--- src/rtl/node_err_pkg.sv ---
package node_err_pkg;
  localparam int NODE_SRC_N    = 8;
  localparam int NODE_CNT_W    = 16;
  localparam int NODE_RST_LEN  = 16;

  typedef enum logic [2:0] {
    SRC_COMM_HALT  = 3'd0,
    SRC_POWER      = 3'd1,
    SRC_PARITY     = 3'd2,
    SRC_FIFO       = 3'd3,
    SRC_NO_MEM     = 3'd4,
    SRC_SLOT_WRITE = 3'd5,
    SRC_EXT_DEV    = 3'd6,
    SRC_PEER       = 3'd7
  } err_src_e;
endpackage

--- src/rtl/err_capture.sv ---
module err_capture #(
  parameter int N     = 8,
  parameter int IDX_W = (N > 1) ? $clog2(N) : 1
) (
  input  logic             clk,
  input  logic             rst,
  input  logic [N-1:0]     err_i,
  input  logic             clr_i,
  output logic [N-1:0]     cause_o,
  output logic             first_valid_o,
  output logic [IDX_W-1:0] first_idx_o
);
  logic [IDX_W-1:0] low_idx;
  logic             any_err;

  assign any_err = |err_i;

  // lowest set index wins
  always_comb begin
    low_idx = '0;
    for (int i = N - 1; i >= 0; i--) begin
      if (err_i[i]) low_idx = IDX_W'(i);
    end
  end

  // one sticky flop per source
  for (genvar g = 0; g < N; g++) begin : g_bit
    always_ff @(posedge clk) begin
      if (rst)        cause_o[g] <= 1'b0;
      else if (clr_i) cause_o[g] <= err_i[g];
      else if (err_i[g]) cause_o[g] <= 1'b1;
    end
  end

  always_ff @(posedge clk) begin
    if (rst) begin
      first_valid_o <= 1'b0;
      first_idx_o   <= '0;
    end else if (clr_i) begin
      first_valid_o <= any_err;
      first_idx_o   <= low_idx;
    end else if (!first_valid_o && any_err) begin
      first_valid_o <= 1'b1;
      first_idx_o   <= low_idx;
    end
  end

  p_cause_sticky_r4: assert property (@(posedge clk) disable iff (rst)
    !clr_i |=> ((cause_o & $past(cause_o)) == $past(cause_o)));

  p_first_hold_r5: assert property (@(posedge clk) disable iff (rst)
    (first_valid_o && !clr_i) |=> (first_valid_o && $stable(first_idx_o)));
endmodule

--- src/rtl/wdog_timer.sv ---
module wdog_timer #(
  parameter int CNT_W      = 16,
  parameter int RST_CYCLES = 16,
  parameter int HOLD_W     = $clog2(RST_CYCLES + 1)
) (
  input  logic             clk,
  input  logic             rst,
  input  logic             kick_i,
  input  logic             nmi_i,
  input  logic [CNT_W-1:0] reload_i,
  output logic             node_rst_o
);
  logic [CNT_W-1:0]  cnt_q;
  logic [HOLD_W-1:0] hold_q;

  always_ff @(posedge clk) begin
    if (rst) begin
      cnt_q      <= reload_i;
      hold_q     <= '0;
      node_rst_o <= 1'b0;
    end else if (node_rst_o) begin
      hold_q <= hold_q - HOLD_W'(1);
      if (hold_q == HOLD_W'(1)) begin
        node_rst_o <= 1'b0;
        cnt_q      <= reload_i;
      end
    end else if (kick_i && !nmi_i) begin
      cnt_q <= reload_i;
    end else if (cnt_q == '0) begin
      node_rst_o <= 1'b1;
      hold_q     <= HOLD_W'(RST_CYCLES);
    end else begin
      cnt_q <= cnt_q - CNT_W'(1);
    end
  end

  p_kick_masked_r7: assert property (@(posedge clk) disable iff (rst)
    (nmi_i && !node_rst_o && cnt_q != '0) |=> (cnt_q == $past(cnt_q) - CNT_W'(1)));

  p_pulse_hold_r8: assert property (@(posedge clk) disable iff (rst)
    (node_rst_o && hold_q > HOLD_W'(1)) |=> node_rst_o);
endmodule

--- src/rtl/node_err_agg.sv ---
module node_err_agg #(
  parameter int N_SRC      = node_err_pkg::NODE_SRC_N,
  parameter int CNT_W      = node_err_pkg::NODE_CNT_W,
  parameter int RST_CYCLES = node_err_pkg::NODE_RST_LEN,
  parameter int IDX_W      = (N_SRC > 1) ? $clog2(N_SRC) : 1
) (
  input  logic             clk,
  input  logic             rst,
  input  logic [N_SRC-1:0] err_in,
  input  logic             kick,
  input  logic [CNT_W-1:0] reload_val,
  input  logic             cause_clr,
  output logic             nmi,
  output logic             node_rst,
  output logic [N_SRC-1:0] cause,
  output logic             first_valid,
  output logic [IDX_W-1:0] first_idx
);
  // interrupt latch: only the watchdog pulse or power-on reset lowers it
  always_ff @(posedge clk) begin
    if (rst)           nmi <= 1'b0;
    else if (node_rst) nmi <= 1'b0;
    else if (|err_in)  nmi <= 1'b1;
  end

  err_capture #(.N(N_SRC), .IDX_W(IDX_W)) u_cap (
    .clk          (clk),
    .rst          (rst),
    .err_i        (err_in),
    .clr_i        (cause_clr),
    .cause_o      (cause),
    .first_valid_o(first_valid),
    .first_idx_o  (first_idx)
  );

  wdog_timer #(.CNT_W(CNT_W), .RST_CYCLES(RST_CYCLES)) u_wdog (
    .clk       (clk),
    .rst       (rst),
    .kick_i    (kick),
    .nmi_i     (nmi),
    .reload_i  (reload_val),
    .node_rst_o(node_rst)
  );

  p_err_nmi_r2: assert property (@(posedge clk) disable iff (rst)
    ((|err_in) && !node_rst) |=> nmi);

  p_nmi_sticky_r3: assert property (@(posedge clk) disable iff (rst)
    (nmi && !node_rst) |=> nmi);

  p_pulse_drops_nmi_r3: assert property (@(posedge clk) disable iff (rst)
    (node_rst && $past(node_rst)) |-> !nmi);
endmodule

--- config.mk ---
export PLATFORM = sky130hd
export DESIGN_NAME = node_err_agg
export DESIGN_NICKNAME = d
export VERILOG_FILES = /design/src/rtl/node_err_pkg.sv /design/src/rtl/err_capture.sv /design/src/rtl/wdog_timer.sv /design/src/rtl/node_err_agg.sv
export SDC_FILE = /design/constraint.sdc
export NUM_CORES = 1
export LEC_CHECK = 0
export BUFFER_PORTS_ARGS = -buffer_cell sky130_fd_sc_hd__buf_2
export CAP_MARGIN = 10
export CELL_PAD_IN_SITES_DETAIL_PLACEMENT = 1
export CELL_PAD_IN_SITES_GLOBAL_PLACEMENT = 1
export CORE_MARGIN = 2
export CORE_UTILIZATION = 43
export DETAILED_ROUTE_END_ITERATION = 6
export PLACE_DENSITY_LB_ADDON = 0.1
export SLEW_MARGIN = 20
export SYNTH_ARGS = -nofsm -noshare
export SYNTH_HDL_FRONTEND = slang
export SYNTH_SLANG_ARGS = --single-unit
--- constraint.sdc ---
create_clock -name clk -period 5.7 [get_ports clk]
set_input_delay 0 -clock clk [delete_from_list [all_inputs] [get_ports clk]]
set_output_delay 0 -clock clk [all_outputs]
set_load 0.03 [all_outputs]
# Word level (Yosys, flattened, before mapping)
# Index checks and enable logic that the tools add are counted.
# totals
register_bits,35
latchBits,0
ram_bits,0
mem_bits_ro,0
input_bits,28
out_inout_bits,14
wordCells,79
mem_count,0
# op_classes
addsub,2
n_mul,0
div,0
order_cmp,0
n_eq_ne,4
n_shift,0
muxes,40
bitwise,0
reduce_logical,19
# ops
operator,n
$mux 16,5
$mux 3,10
$mux 1,22
$reduce_bool 2->1,10
$logic_not 16->1,1
$sub 16x1->16 const B,1
$mux 5,3
$reduce_or 8->1,1
$eq 5x1->1 const B,1
$sub 5x1->5 const B,1
$ne 4x2->1 const B,1
$reduce_and 2->1,2
$ne 3x3->1 const B,1
$logic_and 1x1->1,2
$logic_not 1->1,2
$ne 2x1->1 const B,1
$reduce_or 2->1,1

# Logic depth before layout (Yosys ltp)
# depth
ltp_word,10
mapped_depth,6
mapped_depth_nobuf,6

# Hierarchy
# A second synthesis with hierarchy kept.
# unflattened
hier_cells,193
area_unflattened_um2,1840.5
# modules_own_cells
module,instances,cells_each,area_per_inst_um2,seq_area_each_um2
wdog_timer,1,135,1300.0,600.6
err_capture,1,53,496.7,240.2
node_err_agg,1,5,43.8,20.0

# Worst setup path after synthesis
# Ideal clock, no wire load.
# synth_path
path_kind,register -> register
startpoint,register u_wdog.cnt_q[0]
endpoint,register u_wdog.cnt_q[0] (enable)
setup_time_ns,0.391
t_arrival_ns,1.861
required_ns,5.309
slack_ns,3.448
stages_incl_launch_ff,7
path_buffers,0
period_less_slack_ns,2.252
path_cell_list,edfxtp_1 > inv_1 > ha_1 > nor3b_2 > nand3_1 > nor2_2 > o21ai_1
# synth_between
elab_chain_cells,3
# synth_lines
item,line,rtl
"start, declared",wdog_timer.sv:13,logic [CNT_W-1:0] cnt_q;
"start signal, assigned",wdog_timer.sv:18,cnt_q <= reload_i;
"start signal, assigned",wdog_timer.sv:25,cnt_q <= reload_i;
"start signal, assigned",wdog_timer.sv:28,cnt_q <= reload_i;
$logic_not 16->1,wdog_timer.sv:29,end else if (cnt_q == '0) begin
$ne 4x2->1 (no line),-,
$reduce_and 2->1 (no line),-,
# No other way between the ends.
# A chain may end at the register's enable or synchronous reset.

# Final worst setup path
# layout_path
startpoint,register u_wdog.cnt_q[0]
endpoint,register u_wdog.cnt_q[13] (enable)
# The elaborated chain is that of the path after synthesis.

==> flow_metrics.py <==
metrics = {
    "sta": {
        "slew_headroom_pct": 46.91,
        "period_needed_ps": 2254,
        "worst_slew_pin_slew_ps": 796.4,
        "finalSetupViolations": 0,
        "skew_ps": 4.172,
        "fin_crit_sh_pct": 39.54,
        "finalHoldViolations": 0,
        "slew_violations": 0,
        "clock.fmax_mhz": 443.7,
        "tns_ps": 0,
        "grt_setup_unrepaired": "no",
    },
    "layout": {
        "fin_nets": 272,
        "syn_to_final_growth_pct": 24.79,
        "nFillCells": 483,
        "antenna_cells": 0,
        "seqCellArea_sq_um": 860.8,
        "fin_area_sq_um": 2211,
        "drive_above_1_share_pct": 23.55,
        "instances_no_fill": 292,
        "multiInputGateArea_sq_um": 854.6,
    },
    "floorplan": {
        "dieHeight_microns": 68.19,
        "die_w_microns": 68.19,
        "initial_core_util_pct": 44.61,
        "core_sq_um": 3971,
        "rows": 23,
        "ios": 42,
        "die_area_sq_um": 4650,
    },
    "routing": {
        "post_drt_wl_per_cell_microns": 15.43,
        "drt-pass1-iter-count": 4,
        "vias": 1583,
        "drt_first_iter_violations": 70,
        "drc": 0,
        "routed_wl_microns": 4507,
        "ant_nets": 0,
        "vias_per_cell": 5.421,
    },
    "logic_synthesis": {
        "syn-num-nets": 221,
        "synth_enable_flop_cells": 16,
        "synth_most_common_cell": "nor2_1",
        "synth_compound_area_share_pct": 15.25,
        "synthCells": 190,
        "yosysWarnings": 0,
        "synthTopCellsByCount": "nor2_1, dfxtp_1, nand2_1, edfxtp_1, a21oi_1",
        "synth-seq-cells": 35,
        "synth_top_area_share_pct": 27.12,
        "yosysSeqAreaShare_pct": 48.59,
        "ys.flop_type": "dfxtp_1",
        "synthAdderAreaFrac_pct": 2.119,
        "post_synth_num_cell_types": 42,
        "synthSimpleGateAreaFrac_pct": 24.79,
        "synth_top_area_cell": "edfxtp_1",
        "synth.cell_area_sq_um": 1772,
        "synth_top_family_by_area": "simple AND/OR/NAND/NOR gates",
        "synthXorXnorAreaFrac_pct": 4.944,
        "synth_area_leaders": "edfxtp_1, dfxtp_1, nor2_1",
        "syn_area_per_cell_sq_um": 9.325,
        "async_reset_ff_share_pct": 0,
        "synth_mux_area_share_pct": 1.130,
    },
    "placement": {
        "io_buffers": 41,
        "dp.cells": 275,
        "dp_hpwl_microns": 3158,
        "placed_area_sq_um": 2021,
        "gp_congestion": 0.8635,
    },
    "clocking": {
        "cts.clk_slew.worst_paths_ps": 70,
        "htreeDepth": 2,
        "clockRootBuffer": "clkbuf_8",
        "worstSkewPairLatency_ps": 280,
        "cts_tree": "yes",
        "cts_buffers": 5,
        "clockBufferDepth": 2,
        "cts.sinks": 35,
    },
    "worst_setup_path": {
        "crit_fanout": 16,
        "startpoint_type": "flip-flop",
        "end_kind": "flip-flop",
        "cp.arrival_ps": 2280,
        "path_class": "flip-flop to flip-flop",
        "cp_data_required_time_ps": 5730,
    },
    "min_path": {
        "min_path_type": "input pin to flip-flop",
    },
    "flow_run": {
        "maxCapViolCount": 0,
    },
    "run_status": {
        "status": "finished, final reports clean",
    },
    "global_route": {
        "grt_usage_pct": 20.99,
        "grt_max_degree": 28,
        "grt_pass1_wl_microns": 7245,
        "antenna_found_initial": 0,
        "gr-total-overflow": 0,
        "grt_pass1_vias": 1577,
    },
    "power": {
        "ir_drop_v": 0.0001395,
        "leakage_nw": 0.8806,
        "powerDensity_nw_per_um2": 267.3,
    },
}
[critical path: stages (launching register included)]
cell and delay (ps):
edfxtp_1 460, inv_1 100, ha_1 180, nor3b_2 390, nand3_1 270, nor2_2 280
o21ai_1 90, buf_4 230
[timing repair]
item | CTS | global route
buffers inserted | 0 | 0
endpoints found under the hold margin | 9 | 0
setup endpoints to repair | 0 | 0
gates resized for setup | 0 | 0
hold buffers | 9 | 0
[path summary, 6_finish.rpt]
check / startpoint / to / slack (ps) / depth (start not counted)
setup / recovery: u_wdog.cnt_q[0] / u_wdog.cnt_q[13] / 3450 / 7
hold / removal: reload_val[5] / u_wdog.cnt_q[5] / 7 / 3
setup reg to reg: u_wdog.cnt_q[0] / u_wdog.cnt_q[13] / 3450 / 7
hold reg to reg: u_cap.first_idx_o[0] / u_cap.first_idx_o[0] / 490 / 2
[per-layer routing]
layer	vias to the layer above	track usage [%]	part of all wire, %
met4	0	6.750	1.0
met3	6	3.947	3.2
li1	793	-	-
met5	-	0	0
met2	30	38.35	54
met1	754	24.56	42
[layout by cell type, fill, tap and decap left out, types with 5 or more instances in the layout]
| cell | count |
|---|---|
| buf_2 | 41 |
| nor2_1 | 22 |
| nand2_1 | 19 |
| dfxtp_1 | 19 |
| edfxtp_1 | 16 |
| a21oi_1 | 12 |
| o21ai_0 | 10 |
| dlygate4sd3_1 | 9 |
| o21ai_1 | 8 |
| inv_1 | 7 |
| xor2_1 | 7 |
| clkbuf_8 | 7 |
| or3_1 | 6 |
| nor3_1 | 6 |
| a31oi_1 | 5 |
[logic make-up (layout without fill, tap and decap cells)]
kind of cell / Yosys count / count (layout)
multiplexers: 2 / 2
AND/OR/NAND/NOR: 79 / 79
buffers and inverters: 15 / 67
XOR/XNOR: 10 / 10
flip-flops: 35 / 35
adder cells (fa/ha/maj): 3 / 3
AO/OA/AOI/OAI: 46 / 46
[power by group]
| group | leakage [nW] | switching (mW) | internal, mW | total [mW] |
|---|---|---|---|---|
| clock | 0.0515 | 0.0849 | 0.110 | 0.195 |
| combinational | 0.500 | 0.0507 | 0.0384 | 0.0892 |
| sequential | 0.329 | 0.0221 | 0.285 | 0.307 |
[cell type report]
class / count / area share, %
Sequential cell: 35 / 38.94
Multi-Input combinational cell: 140 / 38.65
Timing Repair Buffer: 51 / 13.70
Clock buffer: 8 / 4.527
Tap cell: 50 / 2.830
Inverter: 8 / 1.358
[per-stage QoR]
step | total power [mW] | worst slack (ps) | util [%] | hold slack [ps]
after CTS | 0.5968 | 3442 | 55.67 | 1.049
after global routing | 0.6155 | 3249 | 55.67 | 8.818
final | 0.5910 | 3446 | 55.67 | 7.477
after floorplan | 0.3636 | 3448 | - | 117.4
after detailed placement | 0.3953 | 3459 | 50.88 | 269.8
after global placement | 0.3903 | 3554 | 50.88 | 248.8
[registers in the layout, indices dropped and copies added (netlist names)]
name and cells:
u_wdog.node_rst_o 1, u_cap.first_valid_o 1, u_cap.first_idx_o 3, u_wdog.hold_q 5, u_wdog.cnt_q 16, nmi 1
u_cap.cause_o 8
Power figures use the tool's default switching activity.
